`src/rtl/ihb_pkg.sv`:
```
package ihb_pkg;
    localparam int CYC_W   = 32;
    localparam int ID_W    = 3;
    localparam int NUM_IDS = 1 << ID_W;

    typedef logic [CYC_W-1:0] cyc_t;
    typedef logic [ID_W-1:0]  id_t;

    typedef struct packed {
        id_t  id;
        cyc_t raised;
        cyc_t taken;
    } rec_t;

    typedef enum logic [1:0] {
        STOP_NONE  = 2'b00,
        STOP_RAISE = 2'b01,
        STOP_TAKE  = 2'b10,
        STOP_BOTH  = 2'b11
    } stop_t;

    // slot that lies 'back' places behind the write index, modulo depth
    function automatic int slot_back(input int wr, input int back, input int depth);
        return (wr + depth - (back % depth)) % depth;
    endfunction
endpackage

```
`src/rtl/ihb_stamp.sv`:
```
module ihb_stamp
    import ihb_pkg::*;
(
    input  logic               clk,
    input  logic               rst,
    input  cyc_t               cycle_now,
    input  logic [NUM_IDS-1:0] raise_set,
    input  logic               take_en,
    input  id_t                take_id,
    input  logic               mode_we,
    input  id_t                mode_id,
    input  logic [1:0]         mode_val,
    output cyc_t               take_raised,
    output logic               halt
);
    cyc_t               stamp_q [NUM_IDS];
    stop_t              mode_q  [NUM_IDS];
    logic [NUM_IDS-1:0] raise_hit;
    logic               halt_d;

    genvar g;
    generate
        for (g = 0; g < NUM_IDS; g++) begin : g_id
            always_ff @(posedge clk) begin
                if (rst) begin
                    stamp_q[g] <= '0;
                    mode_q[g]  <= STOP_NONE;
                end else begin
                    if (raise_set[g])
                        stamp_q[g] <= cycle_now;
                    if (mode_we && mode_id == id_t'(g))
                        mode_q[g] <= stop_t'(mode_val);
                end
            end
            assign raise_hit[g] = raise_set[g] && mode_q[g][0];

            a_r1_stamp: assert property (@(posedge clk) disable iff (rst)
                raise_set[g] |=> stamp_q[g] == $past(cycle_now));
        end
    endgenerate

    assign take_raised = stamp_q[take_id];
    assign halt_d      = (|raise_hit) || (take_en && mode_q[take_id][1]);

    always_ff @(posedge clk) begin
        if (rst) halt <= 1'b0;
        else     halt <= halt_d;
    end

    a_r7_halt_cause: assert property (@(posedge clk) disable iff (rst)
        halt |-> $past(take_en || (raise_set != '0)));
endmodule

```
`src/rtl/ihb_ring.sv`:
```
module ihb_ring
    import ihb_pkg::*;
#(
    parameter int DEPTH = 16,
    localparam int IDX_W = (DEPTH > 1) ? $clog2(DEPTH) : 1
) (
    input  logic             clk,
    input  logic             rst,
    input  logic             take_en,
    input  id_t              take_id,
    input  cyc_t             cycle_now,
    input  cyc_t             take_raised,
    output rec_t             recs [DEPTH],
    output logic [IDX_W-1:0] wr_idx
);
    logic [IDX_W-1:0] wr_next;

    assign wr_next = (int'(wr_idx) == DEPTH - 1) ? '0 : wr_idx + 1'b1;

    always_ff @(posedge clk) begin
        if (rst) begin
            wr_idx <= '0;
        end else if (take_en) begin
            wr_idx <= wr_next;
        end
    end

    genvar s;
    generate
        for (s = 0; s < DEPTH; s++) begin : g_slot
            always_ff @(posedge clk) begin
                if (rst) begin
                    recs[s] <= '0;
                end else if (take_en && int'(wr_idx) == s) begin
                    recs[s].id     <= take_id;
                    recs[s].raised <= take_raised;
                    recs[s].taken  <= cycle_now;
                end
            end
        end
    endgenerate

    a_r3_hold: assert property (@(posedge clk) disable iff (rst)
        !take_en |=> $stable(wr_idx));
    a_r2_write: assert property (@(posedge clk) disable iff (rst)
        take_en |=> recs[$past(wr_idx)].taken == $past(cycle_now));
    a_r3_range: assert property (@(posedge clk) disable iff (rst)
        int'(wr_idx) < DEPTH);
endmodule

```
`src/rtl/ihb_reader.sv`:
```
module ihb_reader
    import ihb_pkg::*;
#(
    parameter int DEPTH = 16,
    localparam int IDX_W = (DEPTH > 1) ? $clog2(DEPTH) : 1
) (
    input  logic             clk,
    input  logic             rst,
    input  rec_t             recs [DEPTH],
    input  logic [IDX_W-1:0] wr_idx,
    input  logic [IDX_W-1:0] rd_index,
    output logic             rd_valid,
    output id_t              rd_id,
    output cyc_t             rd_take_cycle,
    output cyc_t             rd_latency,
    output logic             rd_gap_valid,
    output cyc_t             rd_gap
);
    rec_t cur, newer;
    logic in_range, cur_ok;

    always_comb begin
        in_range = int'(rd_index) < DEPTH;
        cur      = recs[slot_back(int'(wr_idx), int'(rd_index) + 1, DEPTH)];
        newer    = recs[slot_back(int'(wr_idx), int'(rd_index), DEPTH)];
        cur_ok   = in_range && (cur.taken != '0);
    end

    always_ff @(posedge clk) begin
        if (rst) begin
            rd_valid      <= 1'b0;
            rd_id         <= '0;
            rd_take_cycle <= '0;
            rd_latency    <= '0;
            rd_gap_valid  <= 1'b0;
            rd_gap        <= '0;
        end else begin
            rd_valid      <= cur_ok;
            rd_id         <= cur_ok ? cur.id : '0;
            rd_take_cycle <= cur_ok ? cur.taken : '0;
            rd_latency    <= cur_ok ? cur.taken - cur.raised : '0;
            rd_gap_valid  <= cur_ok && (rd_index != '0);
            rd_gap        <= (cur_ok && rd_index != '0) ? newer.taken - cur.taken : '0;
        end
    end

    a_r5_gap_needs_valid: assert property (@(posedge clk) disable iff (rst)
        rd_gap_valid |-> rd_valid);
    a_r4_empty_zero: assert property (@(posedge clk) disable iff (rst)
        !rd_valid |-> rd_take_cycle == '0);
endmodule

```
`src/rtl/int_event_history.sv`:
```
module int_event_history
    import ihb_pkg::*;
#(
    parameter int DEPTH = 16,
    parameter int CNT_W = 16,
    localparam int IDX_W = (DEPTH > 1) ? $clog2(DEPTH) : 1
) (
    input  logic               clk,
    input  logic               rst,
    input  logic [CYC_W-1:0]   cycle_now,
    input  logic [NUM_IDS-1:0] raise_set,
    input  logic               soft_raise,
    input  logic               take_en,
    input  logic [ID_W-1:0]    take_id,
    input  logic               mode_we,
    input  logic [ID_W-1:0]    mode_id,
    input  logic [1:0]         mode_val,
    input  logic [IDX_W-1:0]   rd_index,
    output logic               rd_valid,
    output logic [ID_W-1:0]    rd_id,
    output logic [CYC_W-1:0]   rd_take_cycle,
    output logic [CYC_W-1:0]   rd_latency,
    output logic               rd_gap_valid,
    output logic [CYC_W-1:0]   rd_gap,
    output logic [CNT_W-1:0]   raise_total,
    output logic               halt
);
    cyc_t             take_raised;
    rec_t             recs [DEPTH];
    logic [IDX_W-1:0] wr_idx;

    ihb_stamp u_stamp (
        .clk(clk), .rst(rst), .cycle_now(cycle_now), .raise_set(raise_set),
        .take_en(take_en), .take_id(take_id), .mode_we(mode_we),
        .mode_id(mode_id), .mode_val(mode_val),
        .take_raised(take_raised), .halt(halt)
    );

    ihb_ring #(.DEPTH(DEPTH)) u_ring (
        .clk(clk), .rst(rst), .take_en(take_en), .take_id(take_id),
        .cycle_now(cycle_now), .take_raised(take_raised),
        .recs(recs), .wr_idx(wr_idx)
    );

    ihb_reader #(.DEPTH(DEPTH)) u_reader (
        .clk(clk), .rst(rst), .recs(recs), .wr_idx(wr_idx), .rd_index(rd_index),
        .rd_valid(rd_valid), .rd_id(rd_id), .rd_take_cycle(rd_take_cycle),
        .rd_latency(rd_latency), .rd_gap_valid(rd_gap_valid), .rd_gap(rd_gap)
    );

    always_ff @(posedge clk) begin
        if (rst)
            raise_total <= '0;
        else
            raise_total <= raise_total + CNT_W'(take_en) + CNT_W'(soft_raise);
    end

    a_r6_idle_count: assert property (@(posedge clk) disable iff (rst)
        !(take_en || soft_raise) |=> $stable(raise_total));
    a_r6_single_step: assert property (@(posedge clk) disable iff (rst)
        (take_en ^ soft_raise) |=> raise_total == $past(raise_total) + 1'b1);
endmodule

```
`config.mk`:
```
export PLATFORM = sky130hd
export DESIGN_NAME = int_event_history
export DESIGN_NICKNAME = d
export VERILOG_FILES = /design/src/rtl/ihb_pkg.sv /design/src/rtl/ihb_stamp.sv /design/src/rtl/ihb_ring.sv /design/src/rtl/ihb_reader.sv /design/src/rtl/int_event_history.sv
export SDC_FILE = /design/constraint.sdc
export NUM_CORES = 2
export LEC_CHECK = 0
export BUFFER_PORTS_ARGS = -buffer_cell sky130_fd_sc_hd__clkbuf_2
export CAP_MARGIN = 10
export CORE_MARGIN = 4
export CORE_UTILIZATION = 38
export DETAILED_ROUTE_END_ITERATION = 7
export PLACE_DENSITY_LB_ADDON = 0.08
export SKIP_CTS_REPAIR_TIMING = 1
export SLEW_MARGIN = 25
export SYNTH_ARGS = -nofsm -noshare
export SYNTH_HDL_FRONTEND = slang
export SYNTH_HIERARCHICAL = 1
export SYNTH_SLANG_ARGS = --single-unit
```
`constraint.sdc`:
```
create_clock -name clk -period 7.1 [get_ports clk]
set_clock_uncertainty 0.1 [all_clocks]
set_input_delay 1.065 -clock clk [delete_from_list [all_inputs] [get_ports clk]]
set_output_delay 1.065 -clock clk [all_outputs]
set_load 0.02 [all_outputs]
```
==> impl_metrics.json <==
{
  "dieArea_sq_um": 192000,
  "clkPwrFrac_pct": 40.5,
  "gp_congestion": 0.892,
  "status": "finished clean",
  "syn_inst": 7467,
  "cap_viol_max_count": 0,
  "rsz0062_at_grt": "no",
  "grt_usage_pct": 28.7,
  "grt_pass1_vias": 54500,
  "cts.htree.levels": 4,
  "cp.arrival_ns": 7.26,
  "p_seq_share_pct": 40.5,
  "period_share_pct": 93.8,
  "drv_slew": 0,
  "syn2layout_area_growth_pct": 12.0,
  "tightest_slew_ns": 1.19,
  "powerDensity_nw_per_um2": 280,
  "timing.rr.end": "u_reader/rd_latency[30]$_SDFF_PP0_",
  "internal-power_mw": 15.3,
  "p_sw_share_pct": 30.6,
  "drc": 0,
  "startpoint": "u_ring/wr_idx[1]$_SDFFE_PP0P_",
  "synth-seq-cells": 1466,
  "dr.pass1.iters": 6,
  "clk_pin_slew_ns": 0.06,
  "vias_per_cell": 5.71,
  "hold_class": "reg2reg",
  "async_reset_ff_share_pct": 0,
  "cts-root-buf": "clkbuf_16",
  "synth_edf_count": 272,
  "ff2ff_setup_slack_ns": 0.44,
  "drive_gt1_share_pct": 17.0,
  "comb_power_share_pct": 19.0,
  "clkSinkCount": 1466,
  "slew-limit-headroom_pct": 21.0,
  "yosysTopAreaCell": "dfxtp_1",
  "synthFlopType": "dfxtp_1",
  "die_h_um": 439,
  "grt_pass1_wl_mm": 404,
  "switching_power_mw": 6.76,
  "setup_viol": 0,
  "coreArea_sq_um": 184000,
  "rows": 157,
  "fp.dieW_um": 439,
  "cts_tree": "built",
  "final_nets": 7453,
  "placed_cells": 9616,
  "placed_area_sq_um": 73100,
  "final_area_sq_um": 78900,
  "worstPathMaxFanout": 20,
  "grt_max_degree": 209,
  "ios": 175,
  "hold_violations": 0,
  "ys_types": 103,
  "vias": 56800,
  "layout.cells.non_filler": 9951,
  "drt_iter0_markers": 6204,
  "cts_buffers": 170,
  "wl_per_cell_um": 28.4,
  "crit_type": "reg2reg",
  "vdd_drop_max_uv": 185,
  "setup_tns_ns": 0,
  "fin_util_pct": 43.0,
  "synthTopCellsByArea": "dfxtp_1 (34%), mux4_2 (15%), nand2_1 (13%)",
  "fmax_mhz": 150,
  "clk_latency_ns": 0.84,
  "timing.rr.start": "u_ring/wr_idx[1]$_SDFFE_PP0P_",
  "setup_ws_ns": 0.442,
  "syn_nets": 7596,
  "yosys_warnings": 6,
  "yosysTopAreaCellShare_pct": 33.9,
  "clockBufferDepth": 3,
  "gr-total-overflow": 0,
  "postRouteAntennaNets": 0,
  "port_buffers": 174,
  "synth_common_cells": "nand2_1 (2453), dfxtp_1 (1194), a21oi_1 (1122)",
  "critPathLaunchType": "flip-flop",
  "min_period_ns": 6.66,
  "worstPathRequired_ns": 7.70,
  "synth.avg_cell_area_sq_um": 9.43,
  "synth.most_common_cell": "nand2_1",
  "antenna_found_initial": 26,
  "end_kind": "flip-flop",
  "leakage_nw": 27.7,
  "synth_area_sq_um": 70400,
  "finalWirelength_mm": 283,
  "yosysSeqAreaShare_pct": 45.5,
  "place.detailed.hpwl_mm": 170,
  "place_worst_setup_slack_ns": -0.350,
  "crit_path_end": "u_reader/rd_latency[30]$_SDFF_PP0_",
  "start_util_pct": 38.3,
  "r2r_cells": 21
}
## cells in the final DEF, fill, tap and decap left out, types with 35 or more instances in the layout
cell,count
mux4_2,468
clkbuf_16,171
clkbuf_8,48
ha_1,66
clkbuf_2,170
inv_1,60
nand2_1,2452
nand3_1,81
a21oi_1,1122
dfxtp_1,1193
mux2i_1,63
edfxtp_1,272
xnor2_1,52
clkbuf_1,41
xor2_1,35
o21ai_0,42
nor2_1,145
buf_4,180
and2_1,265
## routing by layer
layer / wire length (um) / vias to the layer above / track usage [%]
met4: 8970 / 2 / 8.97
met1: 123000 / 28600 / 40.4
met5: 13 / - / 0
met3: 22700 / 443 / 4.98
met2: 128000 / 2414 / 45.1
li1: - / 25300 / -
## sequential cells by signal, indices dropped and copies added, names as in the netlist
register                cells
u_stamp/halt                1
u_ring/wr_idx               4
u_reader/rd_id              3
u_stamp/mode_q             16
u_ring/recs              1072
u_reader/rd_gap_valid       1
u_reader/rd_gap            32
u_reader/rd_take_cycle     32
raise_total                16
u_reader/rd_latency        32
u_stamp/stamp_q           256
u_reader/rd_valid           1
## layout make-up
class / instances / area [sq um]
Timing Repair Buffer: 386 / 2890
Clock buffer: 260 / 5090
Antenna cell: 17 / 42.5
Fill cell: 17700 / 105000
Sequential cell: 1466 / 32100
Tap cell: 2464 / 3080
Clock inverter: 58 / 642
Multi-Input combinational cell: 5238 / 34900
Inverter: 62 / 233
## how the worst min path moves through the flow
stage                                   startpoint                              to  slack (ns)  cells after the start
floorplan           u_ring/recs[1000]$_SDFFE_PP0P_  u_ring/recs[1000]$_SDFFE_PP0P_        0.33                      2
global placement     u_ring/recs[247]$_SDFFE_PP0P_   u_ring/recs[247]$_SDFFE_PP0P_        0.34                      2
detailed placement   u_ring/recs[185]$_SDFFE_PP0P_   u_ring/recs[185]$_SDFFE_PP0P_        0.34                      2
CTS                  u_ring/recs[502]$_SDFFE_PP0P_   u_ring/recs[502]$_SDFFE_PP0P_        0.35                      2
global route         u_ring/recs[467]$_SDFFE_PP0P_   u_ring/recs[467]$_SDFFE_PP0P_        0.36                      2
finish               u_ring/recs[185]$_SDFFE_PP0P_   u_ring/recs[185]$_SDFFE_PP0P_        0.35                      2
## critical path, stage by stage (launching register included)
cell	delay [ns]
dfxtp_1	0.69
inv_1	0.15
fa_4	1.04
buf_12	0.22
mux4_2	0.32
nand2_1	0.08
nand2_1	0.06
o21ai_0	0.56
inv_1	0.11
ha_1	0.26
or3_1	0.39
o31a_1	0.38
maj3_1	0.37
mux2i_1	0.21
maj3_2	0.26
a21oi_2	0.08
a2111oi_2	0.42
buf_4	0.22
nor3b_2	0.06
o311ai_1	0.31
a21o_1	0.18
a21oi_2	0.05
## metrics by stage
step                      power, mW  hold slack [ns]
after floorplan                11.7            0.333
after global placement         13.3            0.339
after global routing           22.8            0.364
after CTS                      22.2            0.351
final                          22.1            0.350
after detailed placement       13.3            0.343
## power groups by stage
stage | clock, mW | combinational, mW | sequential [mW]
final | 8.95 | 4.20 | 8.95
after global routing | 9.44 | 4.42 | 8.98
after CTS | 9.11 | 4.17 | 8.96
after detailed placement | 0 | 4.16 | 9.14
after global placement | 0 | 4.17 | 9.13
after floorplan | 0 | 2.43 | 9.24
## cell families after synthesis
group	after synthesis	share of synthesized area, %
flip-flops	1466	45.5
AND/OR/NAND/NOR	3146	18.9
XOR/XNOR	93	1.20
AO/OA/AOI/OAI	1322	10.1
adder cells (fa/ha/maj)	82	1.48
multiplexers	595	17.4
buffers and inverters	763	5.38
No activity file was read; power rests on OpenSTA's default activity.
